===== src/rtl/nib_pkg.sv =====
package nib_pkg;
  typedef enum logic [2:0] {
    CLS_NONE,
    CLS_ADD,
    CLS_ADC,
    CLS_ADDI,
    CLS_LDI,
    CLS_TCLR,
    CLS_TEQ,
    CLS_TZ
  } nib_cls_e;

  localparam logic [7:0] OPC_ADD    = 8'h08;
  localparam logic [7:0] OPC_ADC    = 8'h09;
  localparam logic [3:0] OPG_LDI    = 4'h2;
  localparam logic [3:0] OPG_ADDI   = 4'h3;
  localparam logic [7:0] OPC_TCLR   = 8'h51;
  localparam logic [7:0] OPC_TEQ    = 8'h52;
  localparam logic [7:0] OPC_TZ     = 8'h53;
endpackage


===== src/rtl/nib_decode.sv =====
module nib_decode
  import nib_pkg::*;
#(
  parameter int DW = 4
) (
  input  logic [7:0]    op_i,
  output nib_cls_e      cls_o,
  output logic [DW-1:0] imm_o
);
  localparam int IW = 4;

  assign imm_o = DW'(op_i[IW-1:0]);

  always_comb begin
    cls_o = CLS_NONE;
    if (op_i == OPC_ADD)        cls_o = CLS_ADD;
    else if (op_i == OPC_ADC)   cls_o = CLS_ADC;
    else if (op_i == OPC_TCLR)  cls_o = CLS_TCLR;
    else if (op_i == OPC_TEQ)   cls_o = CLS_TEQ;
    else if (op_i == OPC_TZ)    cls_o = CLS_TZ;
    else if (op_i[7:4] == OPG_LDI)  cls_o = CLS_LDI;
    else if (op_i[7:4] == OPG_ADDI) cls_o = CLS_ADDI;
  end
endmodule


===== src/rtl/nib_adder.sv =====
module nib_adder #(
  parameter int DW = 4
) (
  input  logic [DW-1:0] a_i,
  input  logic [DW-1:0] b_i,
  input  logic          cin_i,
  output logic [DW-1:0] sum_o,
  output logic          cout_o
);
  localparam int SW = DW + 1;
  logic [SW-1:0] wide;

  assign wide   = SW'(a_i) + SW'(b_i) + SW'(cin_i);
  assign sum_o  = wide[DW-1:0];
  assign cout_o = wide[DW];
endmodule


===== src/rtl/nib_test.sv =====
module nib_test
  import nib_pkg::*;
#(
  parameter int DW = 4
) (
  input  nib_cls_e      cls_i,
  input  logic [DW-1:0] acc_i,
  input  logic [DW-1:0] mem_i,
  input  logic          cy_i,
  output logic          hit_o
);
  always_comb begin
    unique case (cls_i)
      CLS_TCLR: hit_o = ~cy_i;  // skip on carry clear
      CLS_TEQ:  hit_o = (acc_i == mem_i);
      CLS_TZ:   hit_o = (acc_i == '0);
      default:  hit_o = 1'b0;
    endcase
  end
endmodule


===== src/rtl/nib_alu_exec.sv =====
module nib_alu_exec
  import nib_pkg::*;
#(
  parameter int DW = 4
) (
  input  logic          clk_i,
  input  logic          rst_ni,
  input  logic [7:0]    op_i,
  input  logic [DW-1:0] acc_i,
  input  logic [DW-1:0] mem_i,
  input  logic          cy_i,
  output logic [DW-1:0] acc_o,
  output logic          cy_o,
  output logic          wr_acc_o,
  output logic          skip_o,
  output logic          skip_q_o,
  output logic          hit_o
);
  nib_cls_e      cls;
  logic [DW-1:0] imm, add_b, sum;
  logic          cin, cout, test_skip;

  nib_decode #(.DW(DW)) u_dec (
    .op_i  (op_i),
    .cls_o (cls),
    .imm_o (imm)
  );

  assign add_b = (cls == CLS_ADDI) ? imm : mem_i;
  assign cin   = (cls == CLS_ADC) ? cy_i : 1'b0;

  nib_adder #(.DW(DW)) u_add (
    .a_i    (acc_i),
    .b_i    (add_b),
    .cin_i  (cin),
    .sum_o  (sum),
    .cout_o (cout)
  );

  nib_test #(.DW(DW)) u_tst (
    .cls_i (cls),
    .acc_i (acc_i),
    .mem_i (mem_i),
    .cy_i  (cy_i),
    .hit_o (test_skip)
  );

  always_comb begin
    acc_o    = acc_i;
    cy_o     = cy_i;
    wr_acc_o = 1'b0;
    skip_o   = 1'b0;
    unique case (cls)
      CLS_ADD: begin
        acc_o    = sum;
        wr_acc_o = 1'b1;
      end
      CLS_ADC: begin
        acc_o    = sum;
        cy_o     = cout;
        wr_acc_o = 1'b1;
        skip_o   = cout;
      end
      CLS_ADDI: begin
        acc_o    = sum;
        wr_acc_o = 1'b1;
        skip_o   = cout;
      end
      CLS_LDI: begin
        acc_o    = imm;
        wr_acc_o = 1'b1;
      end
      CLS_TCLR, CLS_TEQ, CLS_TZ: skip_o = test_skip;
      default: ;
    endcase
  end

  assign hit_o = (cls != CLS_NONE);

  always_ff @(posedge clk_i or negedge rst_ni) begin
    if (!rst_ni) skip_q_o <= 1'b0;
    else         skip_q_o <= skip_o;
  end
endmodule


===== config.mk =====
export PLATFORM = sky130hd
export DESIGN_NAME = nib_alu_exec
export DESIGN_NICKNAME = d
export VERILOG_FILES = /design/src/rtl/nib_pkg.sv /design/src/rtl/nib_decode.sv /design/src/rtl/nib_adder.sv /design/src/rtl/nib_test.sv /design/src/rtl/nib_alu_exec.sv
export SDC_FILE = /design/constraint.sdc
export NUM_CORES = 1
export LEC_CHECK = 0
export ABC_AREA = 1
export BUFFER_PORTS_ARGS = -buffer_cell sky130_fd_sc_hd__buf_2
export CORE_MARGIN = 10
export CORE_UTILIZATION = 51
export DETAILED_ROUTE_END_ITERATION = 16
export PLACE_DENSITY = 0.82
export SYNTH_ARGS = -nofsm -noshare
export SYNTH_HDL_FRONTEND = slang
export SYNTH_SLANG_ARGS = --single-unit

===== constraint.sdc =====
create_clock -name clk_i -period 6.3 [get_ports clk_i]
set_input_delay 1.26 -clock clk_i [delete_from_list [all_inputs] [get_ports clk_i]]
set_output_delay 1.26 -clock clk_i [all_outputs]
set_load 0.01 [all_outputs]

---- Word-level counts from Yosys, hierarchy flattened ----
Index checks and enable logic that the tools add are counted.
cells by class
  add/subtract/negate cells ............... 2
  equality and inequality tests ........... 15
  muxes and demuxes ....................... 14
  bitwise gates (word level) .............. 1
  reduce and logical (&&, ||, !) cells .... 6
operators by type and width
  cell                                                                    count
  8-bit by 7-bit equality test with 1-bit output (second input constant)  3
  3-bit 2-to-1 mux                                                        6
  8-bit by 4-bit equality test with 1-bit output (second input constant)  2
  3-bit equality test (second input constant)                             4
  4-bit by 2-bit equality test with 1-bit output (second input constant)  2
  4-bit case mux with 2 select lines                                      1
  3-bit by 2-bit equality test with 1-bit output (second input constant)  2
  3-bit OR reduction                                                      2
  4-bit by 4-bit adder with 5-bit output                                  1
  5-bit by 1-bit adder with 5-bit output                                  1
  4-bit equality test                                                     1
  4-bit zero test                                                         1
  4-bit 2-to-1 mux                                                        1
  4-bit OR reduction                                                      1
  3-bit by 1-bit equality test with 1-bit output (second input constant)  1
  1-bit 2-to-1 mux                                                        3
  1-bit case mux with 3 select lines                                      1
  3-bit nonzero test                                                      1
  2-bit 2-to-1 mux                                                        1
  1-bit case mux with 2 select lines                                      1
  2-bit OR reduction                                                      1
  1-bit NOT                                                               1
storage, ports and cells
  flip-flop bits (word level) ............. 1
  input bits .............................. 19
  output and inout port bits .............. 9
  logic and storage cells ................. 39

---- Logic depth before layout (Yosys ltp) ----
  word-level depth ........................ 13
  gate-level depth with buffers ........... 13
  gate-level depth less buffers ........... 13

---- Modules after synthesis ----
A second synthesis with hierarchy kept.
unflattened totals
  cell total of the unflattened synthesis .. 151
  area, all modules ....................... 750.7 um2
modules (own cells, without submodules)
  module        instances  cells each  area an instance (um2)  sequential area each (um2)
  nib_alu_exec  1          56          282.8                   25.0
  nib_decode    1          42          188.9                   0.0
  nib_adder     1          21          150.1                   0.0
  nib_test      1          32          128.9                   0.0

---- Least setup slack after synthesis ----
OpenSTA, ideal clock, no wires.
  path type ............................... input port to output port
  start ................................... input op_i[7]
  end ..................................... output skip_o
  arrival ................................. 2872 ps
  required time ........................... 5040 ps
  path slack .............................. 2168 ps
  stages .................................. 10
  buffers on the path ..................... 1
  cells stage by stage .................... nor2_4 > nand3_2 > buf_6 > o21ai_1 > fa_1 > inv_1 > fa_1 > o21ai_0 > nand2_1 > nand4_1
between the ends
  longest elaborated chain between the ends .. 13
  elaborated cells between the ends (all ways) .. 27
  those cells by class .................... add/sub (2); eq/ne (12); mux (11); reduce/logical (2)
RTL lines
  element                                         line                                    RTL
  from (decl)                                     nib_alu_exec.sv:8                       input logic [7:0] op_i,
  4-bit by 2-bit equality test with 1-bit output  nib_decode.sv:22                        else if (op_i[7:4] == OPG_ADDI) cls_o = CLS_ADDI;
  2-bit 2-to-1 mux                                nib_decode.sv:22
  3-bit 2-to-1 mux                                nib_decode.sv:21                        else if (op_i[7:4] == OPG_LDI) cls_o = CLS_LDI;
  3-bit 2-to-1 mux                                nib_decode.sv:20                        else if (op_i == OPC_TZ) cls_o = CLS_TZ;
  3-bit 2-to-1 mux                                nib_decode.sv:19                        else if (op_i == OPC_TEQ) cls_o = CLS_TEQ;
  3-bit 2-to-1 mux                                nib_decode.sv:18                        else if (op_i == OPC_TCLR) cls_o = CLS_TCLR;
  3-bit 2-to-1 mux                                nib_decode.sv:17                        else if (op_i == OPC_ADC) cls_o = CLS_ADC;
  3-bit 2-to-1 mux *                              nib_decode.sv:16                        if (op_i == OPC_ADD) cls_o = CLS_ADD;
  3-bit by 2-bit equality test with 1-bit output  nib_alu_exec.sv:29, nib_alu_exec.sv:53
  4-bit 2-to-1 mux                                nib_alu_exec.sv:29                      assign add_b = (cls == CLS_ADDI) ? imm : mem_i;
  4-bit by 4-bit adder with 5-bit output          nib_adder.sv:13                         assign wide = SW'(a_i) + SW'(b_i) + SW'(cin_i);
  5-bit by 1-bit adder with 5-bit output          nib_adder.sv:13
  1-bit case mux with 2 select lines *            nib_alu_exec.sv:53                      unique case (cls)
  to (decl)                                       nib_alu_exec.sv:15                      output logic skip_o,
Every way passes the cells marked *; elsewhere a longest branch is shown, timed or not.

---- Worst setup path after layout ----
Same ends and word-level chain as after synthesis.

==> impl_results.rst <==
.. list-table::
   :header-rows: 1

   * - Metric
     - Value
   * - Filler cells
     - approximately 140
   * - Final antenna-violating net count
     - 0
   * - Startpoint types
     - input port
   * - Crit-path slowest cell
     - sky130_fd_sc_hd__fa_1
   * - Warnings, synthesis
     - 0
   * - Max FFs per register
     - 1
   * - Die X-Extent
     - 57.3 um
   * - Run status
     - complete, no violations
   * - Post-layout instance area
     - between 800 and 900 um^2
   * - Critical path peak fanout
     - 12
   * - Crit path capture type
     - primary output
   * - CP required
     - 5.04 ns
   * - Largest regs
     - skip_q_o (1)
   * - Port Buffer Count
     - 27
   * - Power Density
     - 68.0 nW/um^2
   * - Final max-slew violation count
     - 0
   * - Grt ovf
     - 0
   * - CP delay by family, top
     - adder cells
   * - Synth Instances
     - ~140
   * - Max cap viols
     - 0
   * - CTS clk-pin slew, worst paths
     - 0 ns
   * - Upper clock frequency limit
     - 216 MHz
   * - Complex-gate fraction of the synthesized area
     - under 10%
   * - Flip-flop and latch count after synthesis
     - 1
   * - Rel. slew slack
     - 80.7%
   * - Total negative slack
     - 0 ns
   * - Max stage delay on crit path
     - ~0.4 ns
   * - Crit Path Class
     - in2out
   * - Clock group share of total power
     - 0%
   * - Height of the die
     - approximately 57 um
   * - Post-DP Area
     - 851 um^2
   * - Routed WL per cell
     - 12.1 um
   * - Switching power as a share of total power
     - between 50% and 60%
   * - Cell-internal power
     - about 27 uW
   * - Drt drc
     - 0
   * - Final RePlAce weighted congestion
     - approximately 0.90
   * - Post-placement setup slack
     - 1.66 ns
   * - Nets
     - approximately 190
   * - Hold-fix buffer count after cts
     - 0
   * - Total core area
     - around 1300 um^2
   * - FP Rows
     - 13
   * - Count of different cell masters after synthesis
     - 21
   * - Final setup violating endpoints
     - 0
   * - Synthesized cell area
     - 708 um^2
   * - Min Tclk post-route
     - ~4.6 ns
   * - RSZ-0062 raised after global routing
     - no
   * - Worst voltage drop across the vdd grid
     - 0.0342 mV
   * - Xor/xnor share of the synthesized area
     - under 10%
   * - Mux cell area share after synthesis
     - 0%
   * - Reg with most FFs
     - skip_q_o
   * - Via count of the first global-routing pass
     - about 880
   * - Routed vias
     - a little over 900
   * - Post-synthesis simple-gate area fraction
     - a little over three fifths
   * - Number of violations reported at the end of detailed-routing iteration 0
     - 33
   * - Most used cells in the layout excluding fill and tap cells
     - sky130_fd_sc_hd__nand2_1 (47), sky130_fd_sc_hd__buf_2 (27), sky130_fd_sc_hd__inv_1 (19), sky130_fd_sc_hd__nand3_1 (19), sky130_fd_sc_hd__nor2_1 (17)
   * - Diode insertion count for antenna repair
     - 0
   * - Post-cts sizing count
     - 0
   * - First element of the critical path
     - op_i[7]
   * - Initial antenna violation count
     - 0
   * - Overall power consumption
     - slightly below 60 uW
   * - Post-Syn Area per Cell
     - around 5.2 um^2
   * - Initial core utilization
     - a little over half
   * - Number of vias per cell after detailed routing
     - 5.12
   * - Arrival time worst endpoint
     - approximately 3.4 ns
   * - Global-route wire length before repair
     - 3530 um
   * - Largest family of logic cells by synthesized area
     - simple AND/OR/NAND/NOR gates
   * - Setup bufs post-CTS
     - 0
   * - HPWL after DPL
     - 1920 um
   * - Buffering stage count on the worst path with inverters included
     - 3
   * - List of cells traversed by the critical path
     - buf_2, nor2_4, nand3_2, o21ai_1, fa_1, inv_1, fa_1, o21ai_0, nand2_1, nand4_1, buf_2
   * - Die area
     - approximately 3300 um^2
   * - Setup slack after layout
     - about 1.7 ns
   * - Maximum number of pins on one net before global-route repair
     - 13
   * - Iteration count of the initial detailed-routing pass
     - 4
   * - Number of primary I/O pins
     - 28
   * - Switching Power
     - 31.3 uW
   * - LEAKAGE
     - about 0.00055 uW
   * - Share of the core filled with cells
     - around two thirds
   * - Post-Synthesis Net Count
     - 161
   * - Fraction of power consumed by combinational cells
     - 88.4%
   * - Final period util
     - between 70% and 80%
   * - Sequential area share after synthesis
     - under 10%
   * - Proportion of layout cells with a drive suffix above 1
     - ~28%
   * - GRT Overall Usage
     - between 10% and 20%
   * - Least-Margin Pin Slew
     - between 0.2 and 0.3 ns
   * - Class of the tightest hold or removal check
     - in2async
   * - Commonest non-fill, non-tap cell in the layout
     - sky130_fd_sc_hd__nand2_1
   * - Part of the total power dissipated in sequential elements
     - 11.6%
   * - Final Hold Violating Endpoints
     - 0
   * - Adder and majority gate portion of the synthesized area
     - between 10 and 15%
   * - Post-detailed-routing wire length
     - 2160 um
   * - Signed area change from the synthesized netlist to the final layout
     - 20.1%
==> metrics by stage <==
step,hold slack (ns),instances
2_1_floorplan,0.964,137
3_3_place_gp,1.03,178
3_5_place_dp,1.04,178
4_1_cts,1.04,178
5_1_grt,1.04,178
6_report,1.04,178
==> final cells by class <==
class                      count  area, um^2  area share, %
sequential                     1        25.0           2.94
timing repair buffer          27         135           15.9
multi-input combinational    110         578           67.9
tap                           15        18.8           2.21
inverter                      25        93.8           11.0
==> logic make-up after synthesis <==
kind of cell | after synthesis
AOI/OAI and AO/OA | 8
xor gates and xnor gates | 1
adders and majority gates | 5
and+or+nand+nor | 96
buffers and inverters | 26
DFF | 1
==> path summary, 6_finish.rpt <==
kind	endpoint	slack [ns]	cells past startpoint
max in group asynchronous	skip_q_o$_DFF_PN0_	5.17	1
max	skip_o	1.68	11
min	skip_q_o$_DFF_PN0_	1.04	1
min in group clk_i	skip_q_o$_DFF_PN0_	1.67	4
==> power groups by stage <==
stage                     registers (uW)  clock network, uW  logic (uW)
after floorplan                     6.80                  0        31.2
after global placement              6.71                  0        49.5
after detailed placement            6.74                  0        50.9
after CTS                           6.74                  0        51.1
after global routing                6.75                  0        58.8
final                               6.73                  0        51.1
==> layer usage <==
| metal | share of wire, % | GRT usage [%] | routed length (um) |
|---|---|---|---|
| met1 | 42 | 13.5 | 899 |
| met2 | 49 | 22.9 | 1060 |
| met3 | 7.3 | 2.21 | 157 |
| met4 | 1.6 | 3.36 | 34 |
| met5 | 0 | 0 | 0 |
==> synth_stat cells, drive strengths merged <==
cell type | n | area (um^2)
buf | 1 | 11.3
fa | 2 | 40.0
nand3 | 21 | 115
o21ai | 6 | 33.8
nor3 | 1 | 5.00
nor2 | 22 | 110
ha | 3 | 37.5
nand2 | 51 | 211
inv | 25 | 93.8
a21oi | 2 | 10.0
xnor2 | 1 | 8.76
nand4 | 1 | 6.26
dfrtp | 1 | 25.0
Power figures use the tool's default switching activity.
